File: src/rtl/bpag_pkg.sv
package bpag_pkg;
   // width needed to hold values 0 .. n-1, never below one bit
   function automatic int unsigned bits_for(input int unsigned n);
      return (n < 2) ? 1 : $clog2(n);
   endfunction
endpackage

File: src/rtl/bpag_wrap_ctr.sv
module bpag_wrap_ctr
   import bpag_pkg::*;
#(
   parameter int unsigned LIMIT = 8,
   parameter int unsigned STEP  = 1,
   parameter int unsigned W     = bits_for(LIMIT)
) (
   input  logic         clk,
   input  logic         rst_n,
   input  logic         clr,
   input  logic         inc,
   output logic [W-1:0] val,
   output logic         at_last
);
   localparam logic [W-1:0] LAST_V = W'(LIMIT - STEP);
   localparam logic [W-1:0] STEP_V = W'(STEP);

   generate
      if ((LIMIT % STEP) != 0 || STEP == 0) begin : g_bad
         $error("wrap counter limit must be a nonzero multiple of its step");
      end
   endgenerate

   assign at_last = (val == LAST_V);

   always_ff @(posedge clk) begin
      if (!rst_n || clr)  val <= '0;
      else if (inc)       val <= at_last ? '0 : val + STEP_V;
   end


   val_range_chk: assert property (@(posedge clk) disable iff (!rst_n)
      (val <= LAST_V) && ((val % STEP_V) == '0));
endmodule

File: src/rtl/bpag_wr_seq.sv
module bpag_wr_seq
   import bpag_pkg::*;
#(
   parameter int unsigned ROWS  = 4000,
   parameter int unsigned COLS  = 1024,
   parameter int unsigned BURST = 8,
   parameter int unsigned ROW_W = bits_for(ROWS),
   parameter int unsigned COL_W = bits_for(COLS)
) (
   input  logic             clk,
   input  logic             rst_n,
   input  logic             adv,
   output logic             bank,
   output logic [ROW_W-1:0] row,
   output logic [COL_W-1:0] col,
   output logic             eor,
   output logic             eog
);
   logic col_last, row_last;

   bpag_wrap_ctr #(.LIMIT(COLS), .STEP(BURST), .W(COL_W)) col_ctr_i (
      .clk(clk), .rst_n(rst_n), .clr(1'b0), .inc(adv),
      .val(col), .at_last(col_last));

   bpag_wrap_ctr #(.LIMIT(ROWS), .STEP(1), .W(ROW_W)) row_ctr_i (
      .clk(clk), .rst_n(rst_n), .clr(1'b0), .inc(adv && col_last),
      .val(row), .at_last(row_last));

   assign eor = col_last;
   assign eog = col_last && row_last;

   always_ff @(posedge clk) begin
      if (!rst_n)          bank <= 1'b0;
      else if (adv && eog) bank <= ~bank;
   end


   wr_bank_swap_chk: assert property (@(posedge clk) disable iff (!rst_n)
      !$stable(bank) |-> $past(adv && eog));


   wr_hold_chk: assert property (@(posedge clk) disable iff (!rst_n)
      !adv |=> $stable(row) && $stable(col) && $stable(bank));
endmodule

File: src/rtl/bpag_rd_seq.sv
module bpag_rd_seq
   import bpag_pkg::*;
#(
   parameter int unsigned ROWS   = 4000,
   parameter int unsigned COLS   = 1024,
   parameter int unsigned TILE_W = 64,
   parameter int unsigned TILE_H = 16,
   parameter int unsigned BURST  = 8,
   parameter int unsigned ROW_W  = bits_for(ROWS),
   parameter int unsigned COL_W  = bits_for(COLS)
) (
   input  logic             clk,
   input  logic             rst_n,
   input  logic             adv,
   input  logic             swap,
   input  logic             fill_bank,
   output logic             valid,
   output logic             bank,
   output logic [ROW_W-1:0] row,
   output logic [COL_W-1:0] col,
   output logic             eot,
   output logic             eog
);
   localparam int unsigned CIN_W = bits_for(TILE_W);
   localparam int unsigned TR_W  = bits_for(TILE_H);

   logic [CIN_W-1:0] cin;
   logic [TR_W-1:0]  trow;
   logic [COL_W-1:0] strip;
   logic cin_last, trow_last, row_last, strip_last, step, grp_end;

   assign step    = adv && valid && !swap;
   assign grp_end = cin_last && row_last && strip_last;

   bpag_wrap_ctr #(.LIMIT(TILE_W), .STEP(BURST), .W(CIN_W)) cin_ctr_i (
      .clk(clk), .rst_n(rst_n), .clr(swap), .inc(step),
      .val(cin), .at_last(cin_last));

   bpag_wrap_ctr #(.LIMIT(TILE_H), .STEP(1), .W(TR_W)) trow_ctr_i (
      .clk(clk), .rst_n(rst_n), .clr(swap), .inc(step && cin_last),
      .val(trow), .at_last(trow_last));

   bpag_wrap_ctr #(.LIMIT(ROWS), .STEP(1), .W(ROW_W)) row_ctr_i (
      .clk(clk), .rst_n(rst_n), .clr(swap), .inc(step && cin_last),
      .val(row), .at_last(row_last));

   bpag_wrap_ctr #(.LIMIT(COLS), .STEP(TILE_W), .W(COL_W)) strip_ctr_i (
      .clk(clk), .rst_n(rst_n), .clr(swap), .inc(step && cin_last && row_last),
      .val(strip), .at_last(strip_last));

   assign col = strip + COL_W'(cin);
   assign eot = valid && cin_last && trow_last;
   assign eog = valid && grp_end;

   always_ff @(posedge clk) begin
      if (!rst_n) begin
         valid <= 1'b0;
         bank  <= 1'b0;
      end else if (swap) begin
         valid <= 1'b1;
         bank  <= fill_bank;
      end else if (step && grp_end) begin
         valid <= 1'b0;
      end
   end


   rd_restart_chk: assert property (@(posedge clk) disable iff (!rst_n)
      swap |=> valid && (row == '0) && (col == '0));


   rd_valid_drop_chk: assert property (@(posedge clk) disable iff (!rst_n)
      $fell(valid) |-> $past(adv && eog));


   rd_idle_hold_chk: assert property (@(posedge clk) disable iff (!rst_n)
      (!valid && !swap) |=> $stable(row) && $stable(col) && $stable(bank));
endmodule

File: src/rtl/bank_pingpong_addr_gen.sv
module bank_pingpong_addr_gen
   import bpag_pkg::*;
#(
   parameter int unsigned ROWS   = 4000,
   parameter int unsigned COLS   = 1024,
   parameter int unsigned TILE_W = 64,
   parameter int unsigned TILE_H = 16,
   parameter int unsigned BURST  = 8,
   localparam int unsigned ROW_W = bits_for(ROWS),
   localparam int unsigned COL_W = bits_for(COLS)
) (
   input  logic             clk,
   input  logic             rst_n,
   input  logic             wr_adv,
   input  logic             rd_adv,
   output logic             wr_bank,
   output logic [ROW_W-1:0] wr_row,
   output logic [COL_W-1:0] wr_col,
   output logic             wr_eor,
   output logic             wr_eog,
   output logic             rd_valid,
   output logic             rd_bank,
   output logic [ROW_W-1:0] rd_row,
   output logic [COL_W-1:0] rd_col,
   output logic             rd_eot,
   output logic             rd_eog
);
   generate
      if ((COLS % TILE_W) != 0) begin : g_bad_strip
         $error("COLS must be a multiple of TILE_W");
      end
      if ((TILE_W % BURST) != 0) begin : g_bad_burst
         $error("TILE_W must be a multiple of BURST");
      end
      if ((ROWS % TILE_H) != 0) begin : g_bad_tile
         $error("ROWS must be a multiple of TILE_H");
      end
   endgenerate

   logic swap;

   bpag_wr_seq #(.ROWS(ROWS), .COLS(COLS), .BURST(BURST),
                 .ROW_W(ROW_W), .COL_W(COL_W)) wr_i (
      .clk(clk), .rst_n(rst_n), .adv(wr_adv),
      .bank(wr_bank), .row(wr_row), .col(wr_col),
      .eor(wr_eor), .eog(wr_eog));

   assign swap = wr_adv && wr_eog;

   bpag_rd_seq #(.ROWS(ROWS), .COLS(COLS), .TILE_W(TILE_W), .TILE_H(TILE_H),
                 .BURST(BURST), .ROW_W(ROW_W), .COL_W(COL_W)) rd_i (
      .clk(clk), .rst_n(rst_n), .adv(rd_adv), .swap(swap),
      .fill_bank(wr_bank), .valid(rd_valid), .bank(rd_bank),
      .row(rd_row), .col(rd_col), .eot(rd_eot), .eog(rd_eog));


   bank_apart_chk: assert property (@(posedge clk) disable iff (!rst_n)
      rd_valid |-> (rd_bank != wr_bank));
endmodule

File: config.mk
export PLATFORM = sky130hd
export DESIGN_NAME = bank_pingpong_addr_gen
export DESIGN_NICKNAME = d
export VERILOG_FILES = /design/src/rtl/bpag_pkg.sv /design/src/rtl/bpag_wrap_ctr.sv /design/src/rtl/bpag_wr_seq.sv /design/src/rtl/bpag_rd_seq.sv /design/src/rtl/bank_pingpong_addr_gen.sv
export SDC_FILE = /design/constraint.sdc
export NUM_CORES = 1
export LEC_CHECK = 0
export BUFFER_PORTS_ARGS = -buffer_cell sky130_fd_sc_hd__buf_2
export CAP_MARGIN = 30
export CORE_ASPECT_RATIO = 1.5
export CORE_UTILIZATION = 56
export DETAILED_ROUTE_END_ITERATION = 12
export PLACE_DENSITY = 0.88
export SLEW_MARGIN = 20
export SYNTH_ARGS = -nofsm -noshare
export SYNTH_HDL_FRONTEND = slang
export SYNTH_SLANG_ARGS = --single-unit
File: constraint.sdc
create_clock -name clk -period 3.8 [get_ports clk]
set_input_delay 0.57 -clock clk [delete_from_list [all_inputs] [get_ports clk]]
set_output_delay 0.57 -clock clk [all_outputs]
set_load 0.02 [all_outputs]
# Word level (Yosys, flattened, before mapping)
# Index checks and enable logic that the tools add are counted.
[word_totals] regBits=57 out_inout_bits=51 word_cells=48 input_bits=4
[op_classes] bitwise=1 n_reduce_logical=17 add_sub_neg=7 n_eq_ne=6 mux=8
[op_table] cell="adder 12 x 1 -> 12 bit, second input constant" n=2
[op_table] cell="equality test 12 bit, second input constant" n=2
[op_table] cell="2-to-1 mux 12 bit" n=2
[op_table] cell="equality test 10 bit, second input constant" n=2
[op_table] cell="2-to-1 mux 10 bit" n=2
[op_table] cell="logical AND 1 bit" n=13
[op_table] cell="adder 10 x 4 -> 10 bit, second input constant" n=1
[op_table] cell="adder 10 x 6 -> 10 bit" n=1
[op_table] cell="adder 10 x 7 -> 10 bit, second input constant" n=1
[op_table] cell="adder 6 x 4 -> 6 bit, second input constant" n=1
[op_table] cell="equality test 6 bit, second input constant" n=1
[op_table] cell="2-to-1 mux 6 bit" n=1
[op_table] cell="adder 4 x 1 -> 4 bit, second input constant" n=1
[op_table] cell="equality test 4 bit, second input constant" n=1
[op_table] cell="2-to-1 mux 4 bit" n=1
[op_table] cell="logical NOT 1 bit" n=2
[op_table] cell="2-to-1 mux 1 bit" n=2
[op_table] cell="nonzero test 2 bit" n=1
[op_table] cell="logical OR 1 bit" n=1
[op_table] cell="NOT 1 bit" n=1

# Logic depth before layout (Yosys ltp)
[depth] word_depth=8 mapped_depth=8 ltp_nobuf=6

# Cells and area by module
# A second synthesis with hierarchy kept.
[unflattened] hier_cells=299 hier_area_um2=2715.1
[by_module_without_submodules] module="bpag_wrap_ctr (rd_i.row_ctr_i ...)" area_each_um2=610.6 cells_per_inst=62 instances=2
[by_module_without_submodules] module="bpag_rd_seq" area_each_um2=467.9 cells_per_inst=63 instances=1
[by_module_without_submodules] module="bpag_wrap_ctr (wr_i.col_ctr_i)" area_each_um2=357.8 cells_per_inst=40 instances=1
[by_module_without_submodules] module="bpag_wrap_ctr (rd_i.strip_ctr_i)" area_each_um2=240.2 cells_per_inst=26 instances=1
[by_module_without_submodules] module="bpag_wrap_ctr (rd_i.trow_ctr_i)" area_each_um2=193.9 cells_per_inst=18 instances=1
[by_module_without_submodules] module="bpag_wrap_ctr (rd_i.cin_ctr_i)" area_each_um2=163.9 cells_per_inst=19 instances=1
[by_module_without_submodules] module="bpag_wr_seq" area_each_um2=63.8 cells_per_inst=8 instances=1
[by_module_without_submodules] module="bank_pingpong_addr_gen" area_each_um2=6.3 cells_per_inst=1 instances=1

# Least setup slack after synthesis
# No wires, ideal clock.
[synth_path] path_type="register -> output" from="reg wr_i.row_ctr_i.val[0]" to="out wr_eog" path_slack_ns=1.396 path_stages_with_launch=6 arrival_ns=1.834 cell_sequence="dfxtp_1 > ha_1 > nand4bb_1 > or3_1 > buf_6 > nor3_1"
[synth_via] elab_chain_len=2
[synth_lines] item="start: declaration" line_no="bpag_wrap_ctr.sv:12" text="output logic [W-1:0] val,"
[synth_lines] item="start signal: assignment" line_no="bpag_wrap_ctr.sv:28" text="else if (inc) val <= at_last ? '0 : val + STEP_V;"
[synth_lines] item="equality test 12 bit" line_no="bpag_wrap_ctr.sv:24" text="assign at_last = (val == LAST_V);"
[synth_lines] item="logical AND 1 bit" line_no="bpag_wr_seq.sv:30" text="assign eog = col_last && row_last;"
[synth_lines] item="end: declaration" line_no="bank_pingpong_addr_gen.sv:20" text="output logic wr_eog,"
# No other way between the ends.

# Final worst setup path
# Same ends and word-level chain as after synthesis.

==> flow_summary.yaml <==
cells_and_area:
  seqCellArea_um2: 901
  n_fill_cell: 336
  utilization: 0.684
  area_growth_pct: 14.7
  drive_above_1_share: 0.205
  diodes: 0
  final_cells: 372
  multiInputGateArea_um2: 1400
  nets: 339
placed_design:
  dp_hpwl_mm: 3.90
  gp_congestion: 0.855
  port-buffer-count: 48
  dp_cells: 364
  place_ws_ns: 1.35
worst_hold_path:
  hp-class: "reg2reg"
timing:
  worst_slew_pin_slew_ns: 0.656
  finalHoldViolCount: 0
  setup_violations: 0
  slew_violations: 0
  period_minus_slack_ns: 2.77
  fin_setup_tns_ns: 0
  max_freq_mhz: 361
  rsz0062_at_grt: "no"
  fin_skew_ns: 0.0129
  slew_headroom: 0.560
  postLayoutSetupSlackWorst_ns: 1.03
  period_share: 0.728
clocking:
  post_cts_buffers: 0
  cts_hold_buffers: 0
  cts_tree: "yes"
  numCtsBuffers: 5
  ctsHtreeMaxLevel: 2
  cts_resized: 0
  insertion_delay_ns: 0.31
  ctsLongestPathBuffers: 2
  cts_root_buf: "clkbuf_8"
  clock_sinks: 45
  path_clk_slew_ns: 0.10
synth:
  synth_enable_flop_cells: 0
  yosysSeqAreaShare: 0.378
  synth_top_cell_by_area: "dfxtp_1"
  yosysWarnings: 0
  synth_top_area_frac: 0.378
  syn-cell-area_um2: 2380
  synth-seq-cells: 45
  synth.top_cells.by_area: "dfxtp_1 (38%), xor2_1 (6.3%), nor2_1 (5.7%), ha_1 (4.7%), a21oi_1 (4.0%)"
  synthArstFlopShare: 0
  avgSynthCellArea_um2: 8.56
  synth_ff_type: "dfxtp_1"
  yosysUniqueCellTypes: 46
  syn_inst: 278
global_routing:
  track_usage: 0.240
  antenna_found_initial: 0
  grt_pass1_wl_mm: 8.78
  grt_max_degree: 18
  first_global_vias: 2023
  grt_overflow: 0
power:
  p_sw_frac: 0.225
  pwr-share-clk: 0.418
  leakage_nw: 1.14
  power.density_nw_per_um2: 321
  internal_power_w: 0.000679
  comb_power_share: 0.038
  p_switching_w: 0.000197
  pwr-share-seq: 0.545
  fin_total_pwr_w: 0.000876
  vdd.ir_drop.worst_uv: 316
die:
  start_util: 0.596
  core_area_um2: 3990
  rows: 28
  die_area_um2: 4520
  die_x_um: 55.2
  ios: 55
  die_y_um: 81.9
route:
  drtIter0Drc: 94
  ant_nets: 0
  firstDrtPassIters: 4
  viasPerCell: 5.88
  drc: 0
  drt-total-wl_mm: 5.34
  wl_per_cell_um: 14.3
  vias: 2186
job:
  max-cap-violations: 0
critical_path:
  cp_max_fo: 11
  cp.required_ns: 3.23
  endpoint_kind: "primary output"
  path_class: "reg2out"
  critPathArrivalTime_ns: 2.20
  critPathLaunchType: "flip-flop"
run_status:
  status: "finished clean"
==> power by group through the flow <==
| stage | registers, W | clock network (W) | logic [W] |
|---|---|---|---|
| global route | 0.000478 | 0.000388 | 0.0000360 |
| finish | 0.000477 | 0.000366 | 0.0000329 |
| detailed placement | 0.000488 | 0 | 0.0000324 |
| global placement | 0.000488 | 0 | 0.0000319 |
| CTS | 0.000477 | 0.000372 | 0.0000327 |
| floorplan | 0.000490 | 0 | 0.0000270 |
==> layout make-up <==
class,instances,area share
multi-input cells,223,0.512
flip-flops and latches,45,0.330
repair buffers,50,0.0935
clock buffers,5,0.0252
well taps,45,0.0206
clock inverters,3,0.0170
inverters,1,0.00137
==> per-layer routing <==
| layer | share of wire | GRT usage | vias to the layer above |
|---|---|---|---|
| li1 | - | - | 1077 |
| met1 | 0.42 | 0.270 | 1010 |
| met2 | 0.51 | 0.443 | 82 |
| met3 | 0.050 | 0.0394 | 17 |
| met4 | 0.025 | 0.113 | 0 |
| met5 | 0 | 0 | - |
==> cell families after synthesis <==
logic type | after synthesis | share of synthesized area
simple gates | 125 | 0.272
compound gates | 52 | 0.147
flops | 45 | 0.378
xor+xnor | 25 | 0.0920
buf+inv | 17 | 0.0452
fa+ha+maj | 9 | 0.0473
mux | 4 | 0.0168
other cells | 1 | 0.00157
==> critical path, cell delays in order, from the launching register on <==
cell and delay, ns:
dfxtp_1 0.40, ha_1 0.28, nand4bb_1 0.15, or3_1 0.57
nor3_1 0.28, buf_2 0.21
==> synthesized netlist by cell type (all sizes together) (5+ instances only) <==
cell type	n
a21oi	19
nor3	10
nor2	38
nand2	22
and3	6
and2	5
buf	12
dfxtp	45
o21ai	15
ha	9
xnor2	8
xor2	17
nand4	16
nand3	12
==> path summary, 6_finish.rpt <==
| check | slack (ns) | end | cells past startpoint | startpoint |
|---|---|---|---|---|
| worst max-delay path | 1.03 | wr_eog | 5 | wr_i.row_ctr_i.val[0]$_SDFFE_PN0P_ |
| worst min-delay path | 0.48 | rd_i.bank$_SDFFE_PN0P_ | 2 | wr_i.bank$_SDFFE_PN0P_ |
| worst max register to register | 1.29 | rd_i.row_ctr_i.val[9]$_SDFFE_PP0N_ | 6 | wr_i.row_ctr_i.val[0]$_SDFFE_PN0P_ |
| worst min register to register | 0.48 | rd_i.bank$_SDFFE_PN0P_ | 2 | wr_i.bank$_SDFFE_PN0P_ |
==> through the flow <==
| step | hold slack (ns) | instance area [µm²] |
|---|---|---|
| 6_report | 0.475 | 2730 |
| 2_1_floorplan | 0.453 | 2410 |
| 3_3_place_gp | 0.466 | 2620 |
| 4_1_cts | 0.479 | 2730 |
| 3_5_place_dp | 0.472 | 2620 |
| 5_1_grt | 0.508 | 2730 |
==> layout by cell type (no fill, tap or decap), types with 3 or more instances in the layout <==
cell,count
conb_1,8
nand2_1,22
mux2i_1,4
or3_1,3
buf_2,48
xor2_1,17
nand3_1,12
ha_1,9
and3_1,6
clkbuf_8,5
xnor2_1,8
dfxtp_1,45
nand4_1,15
nor3_1,9
o21ai_0,12
or3b_1,4
nor2_1,36
a21oi_1,19
and2_1,5
a31oi_1,3
==> sequential cells by signal (all words and copies together), names as in the netlist <==
name                  count
wr_i.bank                 1
rd_i.row_ctr_i.val       12
wr_i.col_ctr_i.val        7
rd_i.trow_ctr_i.val       4
rd_i.cin_ctr_i.val        3
wr_i.row_ctr_i.val       12
rd_i.valid                1
rd_i.bank                 1
rd_i.strip_ctr_i.val      4
Power figures use the tool's default switching activity.
